**config.mk**
```make
export PLATFORM = sky130hd
export DESIGN_NAME = audio_ctrl_regs
export DESIGN_NICKNAME = d
export VERILOG_FILES = /design/src/rtl/audio_ctrl_regs.sv
export SDC_FILE = /design/constraint.sdc
export NUM_CORES = 1
export LEC_CHECK = 0
export ABC_CLOCK_PERIOD_IN_PS = 1800
export BUFFER_PORTS_ARGS = -buffer_cell sky130_fd_sc_hd__buf_2
export CORE_ASPECT_RATIO = 1.75
export CORE_MARGIN = 2
export CORE_UTILIZATION = 54
export DETAILED_ROUTE_END_ITERATION = 12
export PLACE_DENSITY = 0.89
export SLEW_MARGIN = 20
export SYNTH_ARGS = -nofsm -noshare
export SYNTH_HDL_FRONTEND = slang
export SYNTH_SLANG_ARGS = --single-unit
```
**constraint.sdc**
```tcl
create_clock -name clk -period 1.8 [get_ports clk]
set_clock_uncertainty 0.05 [all_clocks]
set_input_delay 0.09 -clock clk [delete_from_list [all_inputs] [get_ports clk]]
set_output_delay 0.09 -clock clk [all_outputs]
set_load 0.01 [all_outputs]
```
**src/rtl/audio_ctrl_regs.sv**
```systemverilog
module audio_ctrl_regs #(
  parameter int ADDR_W = 8,
  parameter int DATA_W = 32
) (
  input  logic              clk,
  input  logic              rst_n,
  input  logic [ADDR_W-1:0] bus_addr,
  input  logic              bus_wr,
  input  logic [DATA_W-1:0] bus_wdata,
  output logic [DATA_W-1:0] bus_rdata,
  output logic              codec_req_pulse,
  output logic              codec_reply_pulse,
  output logic [DATA_W-1:0] codec_reg_num,
  output logic [DATA_W-1:0] codec_out_data,
  output logic              play_en,
  output logic [DATA_W-1:0] play_addr,
  output logic [DATA_W-1:0] play_count,
  output logic              cap_en,
  output logic [DATA_W-1:0] cap_addr,
  output logic [DATA_W-1:0] cap_count,
  input  logic              play_upd,
  input  logic [DATA_W-1:0] play_upd_addr,
  input  logic [DATA_W-1:0] play_upd_count,
  input  logic              cap_upd,
  input  logic [DATA_W-1:0] cap_upd_addr,
  input  logic [DATA_W-1:0] cap_upd_count
);
  localparam int IDX_W   = ADDR_W - 2;
  localparam int N_CH    = 2;
  localparam int W_CTRL  = 0;
  localparam int W_NUM   = 1;
  localparam int W_OUT   = 2;
  localparam int W_IN    = 3;
  localparam int CH_BASE = 4;
  localparam int CH_STEP = 4;

  logic [IDX_W-1:0]  widx;
  logic [DATA_W-1:0] ctrl_q, num_q, out_q, in_q;
  logic [DATA_W-1:0] ch_ctrl  [N_CH];
  logic [DATA_W-1:0] ch_addr  [N_CH];
  logic [DATA_W-1:0] ch_count [N_CH];
  logic              upd_v    [N_CH];
  logic [DATA_W-1:0] upd_addr [N_CH];
  logic [DATA_W-1:0] upd_cnt  [N_CH];
  logic              wr_ctrl, kick;

  assign widx    = bus_addr[ADDR_W-1:2];
  assign wr_ctrl = bus_wr && (widx == IDX_W'(W_CTRL));
  assign kick    = wr_ctrl && bus_wdata[0];

  assign upd_v[0] = play_upd;  assign upd_addr[0] = play_upd_addr;  assign upd_cnt[0] = play_upd_count;
  assign upd_v[1] = cap_upd;   assign upd_addr[1] = cap_upd_addr;   assign upd_cnt[1] = cap_upd_count;

  always_ff @(posedge clk or negedge rst_n) begin
    if (!rst_n) begin
      ctrl_q            <= '0;
      num_q             <= '0;
      out_q             <= '0;
      in_q              <= '0;
      codec_req_pulse   <= 1'b0;
      codec_reply_pulse <= 1'b0;
    end else begin
      codec_req_pulse   <= kick && bus_wdata[1];
      codec_reply_pulse <= kick && !bus_wdata[1];
      if (wr_ctrl) ctrl_q <= {bus_wdata[DATA_W-1:1], 1'b0};
      if (bus_wr && widx == IDX_W'(W_NUM)) num_q <= bus_wdata;
      if (bus_wr && widx == IDX_W'(W_OUT)) out_q <= bus_wdata;
      if (bus_wr && widx == IDX_W'(W_IN))  in_q  <= bus_wdata;
    end
  end

  for (genvar c = 0; c < N_CH; c++) begin : g_ch
    localparam int OFF = CH_BASE + CH_STEP * c;
    logic sel_ctrl, sel_addr, sel_cnt;
    assign sel_ctrl = bus_wr && (widx == IDX_W'(OFF));
    assign sel_addr = bus_wr && (widx == IDX_W'(OFF + 1));
    assign sel_cnt  = bus_wr && (widx == IDX_W'(OFF + 2));

    always_ff @(posedge clk or negedge rst_n) begin
      if (!rst_n) begin
        ch_ctrl[c]  <= '0;
        ch_addr[c]  <= '0;
        ch_count[c] <= '0;
      end else begin
        if (sel_ctrl) ch_ctrl[c] <= bus_wdata;
        if (sel_addr)        ch_addr[c] <= bus_wdata;
        else if (upd_v[c])   ch_addr[c] <= upd_addr[c];
        if (sel_cnt)         ch_count[c] <= bus_wdata;
        else if (upd_v[c])   ch_count[c] <= upd_cnt[c];
      end
    end

    assert_upd_load_R9: assert property (@(posedge clk) disable iff (!rst_n)
      (upd_v[c] && !sel_addr && !sel_cnt) |=>
        (ch_addr[c] == $past(upd_addr[c]) && ch_count[c] == $past(upd_cnt[c])));
    assert_bus_wins_R10: assert property (@(posedge clk) disable iff (!rst_n)
      (upd_v[c] && sel_addr) |=> (ch_addr[c] == $past(bus_wdata)));
  end

  always_comb begin
    bus_rdata = '0;
    case (widx)
      IDX_W'(W_CTRL): bus_rdata = ctrl_q;
      IDX_W'(W_NUM):  bus_rdata = num_q;
      IDX_W'(W_OUT):  bus_rdata = out_q;
      IDX_W'(W_IN):   bus_rdata = in_q;
      default: begin
        for (int c = 0; c < N_CH; c++) begin
          if (widx == IDX_W'(CH_BASE + CH_STEP * c))     bus_rdata = ch_ctrl[c];
          if (widx == IDX_W'(CH_BASE + CH_STEP * c + 1)) bus_rdata = ch_addr[c];
          if (widx == IDX_W'(CH_BASE + CH_STEP * c + 2)) bus_rdata = ch_count[c];
        end
      end
    endcase
  end

  assign codec_reg_num  = num_q;
  assign codec_out_data = out_q;
  assign play_en    = ch_ctrl[0][0];
  assign play_addr  = ch_addr[0];
  assign play_count = ch_count[0];
  assign cap_en     = ch_ctrl[1][0];
  assign cap_addr   = ch_addr[1];
  assign cap_count  = ch_count[1];

  assert_req_pulse_R3: assert property (@(posedge clk) disable iff (!rst_n)
    (wr_ctrl && bus_wdata[0] && bus_wdata[1]) |=> (codec_req_pulse && !codec_reply_pulse));
  assert_reply_pulse_R4: assert property (@(posedge clk) disable iff (!rst_n)
    (wr_ctrl && bus_wdata[0] && !bus_wdata[1]) |=> (codec_reply_pulse && !codec_req_pulse));
  assert_no_spurious_R5: assert property (@(posedge clk) disable iff (!rst_n)
    !(bus_wr && widx == IDX_W'(W_CTRL) && bus_wdata[0]) |=> (!codec_req_pulse && !codec_reply_pulse));
  assert_selfclear_R5: assert property (@(posedge clk) disable iff (!rst_n)
    (wr_ctrl) |=> (ctrl_q[0] == 1'b0 && ctrl_q[DATA_W-1:1] == $past(bus_wdata[DATA_W-1:1])));
endmodule

```
==> results of run 1 <==
-- metal layers --
layer | track usage | overflow
met4 | 0.584 | 7
met5 | 0.0719 | 0
met2 | 0.811 | 5
met3 | 0.337 | 0
met1 | 0.584 | 0
-- repair_timing --
item | CTS
resized for setup | 52
hold endpoints to repair | 642
hold buffers | 284
setup endpoints to repair | 32
pin swaps | 67
gates cloned | 1
setup buffers | 52
-- per-stage QoR --
stage	worst slack [ps]	util	instance area [um2]	setup TNS, ps
floorplan	297	-	15700	0
global placement	-227	0.652	18700	-1610
detailed placement	-310	0.652	18700	-5140
CTS	-119	0.806	23100	-2010
-- kinds of logic after synthesis --
group | Yosys count | synth area share
AOI/OAI and AO/OA | 281 | 0.114
buffers and inverters | 134 | 0.0387
DFF | 321 | 0.510
muxes | 383 | 0.272
and+or+nand+nor | 215 | 0.0654
==> qor.txt, run 1 <==
Status = did not finish
Fail Step = global routing (5_1_grt)
First Err = [ERROR GRT-0232] Routing congestion too high. Check the congestion heatmap in the GUI.
Yosys top cell area share = 0.510
Seq/Total Area, Yosys = 0.510
Syn Nets = 1,507
Dominant cells by area after synthesis = dfrtp_1, mux2i_1, mux2_2
Inst Count DP = 2,059
CTS Buffer Depth = 3
Post-synthesis cell count = 1,334
Largest net degree at the start of global routing = 65
EDFF count, synth = 0
Row Count = 82
Seq cells post-synth = 321
PortBufs = 398
Initial core utilization = 0.550
Placer Congestion = 0.921
Dominant cell type by area after synthesis = dfrtp_1
Most used DFF post-synth = dfrtp_1
Total grt overflow = 12
H-Tree Level Count = 1
# IOs = 401
Overall Global Routing Usage = 0.582
CTS Sinks = 321
Post-synth cell types = 35
Top post-synthesis cells by count = dfrtp_1, mux2i_1, mux2_2
Post-DP HPWL = 38.4 mm
Mapped cell area = 0.0157 mm2
Total CTS buffers = 30
CTS root buffer = clkbuf_16
Count leader, synth = dfrtp_1
Synth warn = 0
Chip height = 230 um
Die width = 133 um
Fraction of registers with async set/reset = 1.00
Mapped Avg Cell Area = 11.8 um2
==> run 2, diff against run 1 <==
- CORE_ASPECT_RATIO: 1.75 -> unset
- CORE_UTILIZATION: 54 -> 40
- PLACE_DENSITY: 0.89 -> unset
- PLACE_DENSITY_LB_ADDON: unset -> 0.15
==> qor.txt, run 2 <==
Top post-synthesis cells by count = dfrtp_1, mux2i_1, mux2_2
Worst endpoint data arrival time = 1800 ps
Final setup fails = 47
Cell family with most CP delay = compound AO/OA/AOI/OAI gates
Mapped Avg Cell Area = 11.8 um2
VDD IR max = 0.767 mV
Largest net degree at the start of global routing = 65
Failing checks = negative setup slack
Crit path buffers/inverters = 1
Worst-skew pair later-pin latency = 520 ps
Leak pwr = 11.5 nW
Fillers = 3,143
PortBufs = 398
Critical path class = reg -> out
Final Max Slew Viols = 0
Busiest metal layer after global routing = met2
Multi-input gate area = 0.00740 mm2
Final Cell Area = 0.0236 mm2
Fraction of registers with async set/reset = 1.00
Clock transition at path regs = 50 ps
Register area = 0.00803 mm2
Commonest non-fill, non-tap cells in the layout = buf_2, dfrtp_1, dlygate4sd3_1
Total Power = 20.3 mW
CTS root buffer = clkbuf_16
Inst Count DP = 2,200
# IOs = 401
Routed len/inst = 22.8 um
Final Cycle Share = 1.08
Grt met1 use = 0.393
Post-place setup slack = -97.0 ps
CTS Sinks = 321
Largest Register = ch_ctrl
Max Clk Rate = 515 MHz
DRC = 0
CP endpoint kind = output port
CORE AREA = 0.0387 mm2
Status = finished, violations left
Dominant cells by area after synthesis = dfrtp_1, mux2i_1, mux2_2
Slew HR = 0.633
Final worst slack = -141 ps
Most used DFF post-synth = dfrtp_1
Max FFs per register = 62
Pwr/cell area = 860 mW/mm2
Crit path required time = 1660 ps
Total CTS buffers = 37
Mapped cell area = 0.0157 mm2
Initial antenna violation count = 2
Die area = 0.0409 mm2
Drt pass-1 iters = 6
Iteration-0 DRC Markers = 843
M2 GR Usage = 0.446
Final hold violation count = 0
Total grt overflow = 0
Commonest non-fill, non-tap cell in the layout = buf_2
Post-DP HPWL = 37.5 mm
Antenna Nets Post-Route = 0
Area Overhead vs Synth = 49.9%
Tmin final = 1940 ps
CP cell instances = mux2i_1, o2bb2ai_2, a22oi_2, nand3_1, buf_2
EDFF count, synth = 0
Dominant cell type by area after synthesis = dfrtp_1
Yosys top cell area share = 0.510
Overall Global Routing Usage = 0.281
Vias in the first global route = 14,400
Placed Instance Area = 0.0189 mm2
Startpoint Class = flop
Post-synthesis cell count = 1,334
Crit path max-delay cell type = dfrtp_1
Post-synth cell types = 35
Syn Nets = 1,507
CTS Buffer Depth = 3
Initial core utilization = 0.406
Vias per cell = 5.36
Chip height = 202 um
TritonCTS clock tree = built
M3 GR Usage = 0.0432
Die width = 202 um
Worst hold path class = in -> async
Count leader, synth = dfrtp_1
Seq/Total Area, Yosys = 0.510
Share of cells above drive strength 1 = 0.416
Wirelength, routed = 58.6 mm
First-pass GRT wire length = 87.7 mm
Row Count = 72
RSZ-0062 raised after global routing = true
Placer Congestion = 0.879
Max stage delay on crit path = 380 ps
Seq cells post-synth = 321
Max_cap viols = 0
CP Max Fanout = 2
H-Tree Level Count = 2
DR vias = 13,800
Final cell count without fillers = 2,569
Nets = 2,198
Synth warn = 0
Tightest Pin Transition = 551 ps
==> run 2: routing by layer <==
metal | part of all wire | up-vias | wire length (um)
met5 | 0 | - | 0
met4 | 0.033 | 0 | 1950
met3 | 0.063 | 114 | 3670
met2 | 0.46 | 539 | 26900
met1 | 0.44 | 6888 | 26100
li1 | - | 6233 | -
==> run 2: metrics by stage <==
| stage | setup TNS (ps) | hold WS, ps | utilization |
|---|---|---|---|
| floorplan | 0 | -256 | - |
| CTS | -1720 | 64.0 | 0.597 |
| finish | -2720 | 68.9 | 0.609 |
| global route | -5730 | 79.2 | 0.609 |
| global placement | -297 | 20.0 | 0.489 |
| detailed placement | -1210 | 27.9 | 0.489 |
==> run 2: worst paths after layout <==
kind | start | endpoint | slack [ps] | cells past startpoint
worst max-delay path | play_count[30]$_DFFE_PN0P_ | bus_rdata[30] | -140 | 5
worst min-delay path | rst_n | play_count[24]$_DFFE_PN0P_ | 70 | 2
worst max register to register | play_count[27]$_DFFE_PN0P_ | play_count[27]$_DFFE_PN0P_ | 210 | 5
worst min register to register | ch_ctrl[23]$_DFFE_PN0P_ | ch_ctrl[23]$_DFFE_PN0P_ | 440 | 1
max in group asynchronous | rst_n | cap_count[17]$_DFFE_PN0P_ | 940 | 3
min in group clk | bus_addr[7] | codec_req_pulse$_DFF_PN0_ | 80 | 4
==> run 2: cell families (layout without fill, tap and decap cells) <==
logic type	count (synthesis)	in the layout	share of synthesized area
multiplexers	383	383	0.272
AO/OA/AOI/OAI	281	281	0.114
flip-flops	321	321	0.510
buffers and inverters	134	849	0.0387
other	0	2	0
AND/OR/NAND/NOR	215	215	0.0654
==> run 2: repair_timing <==
| action | 4_1_cts | 5_1_grt |
|---|---|---|
| cloned | 3 | 4 |
| gates resized for setup | 48 | 58 |
| endpoints found under the hold margin | 632 | 0 |
| pin swaps | 30 | 34 |
| endpoints found under the setup margin | 32 | 87 |
| setup buffers | 28 | 22 |
| hold buffers | 256 | 0 |
==> run 2: cell type report <==
type	instances	share of cell area
multi-input cells	879	0.314
clock buffers	54	0.0453
repair buffers	786	0.268
flip-flops and latches	321	0.340
clock inverters	9	0.00509
diodes	2	0.000212
well taps	518	0.0275
==> run 2: where the power goes <==
part           internal (mW)  total [mW]  switching, mW
sequential              8.10        8.78          0.679
combinational           2.18        4.00           1.82
clock                   4.53        7.50           2.97
Power figures use the tool's default switching activity.
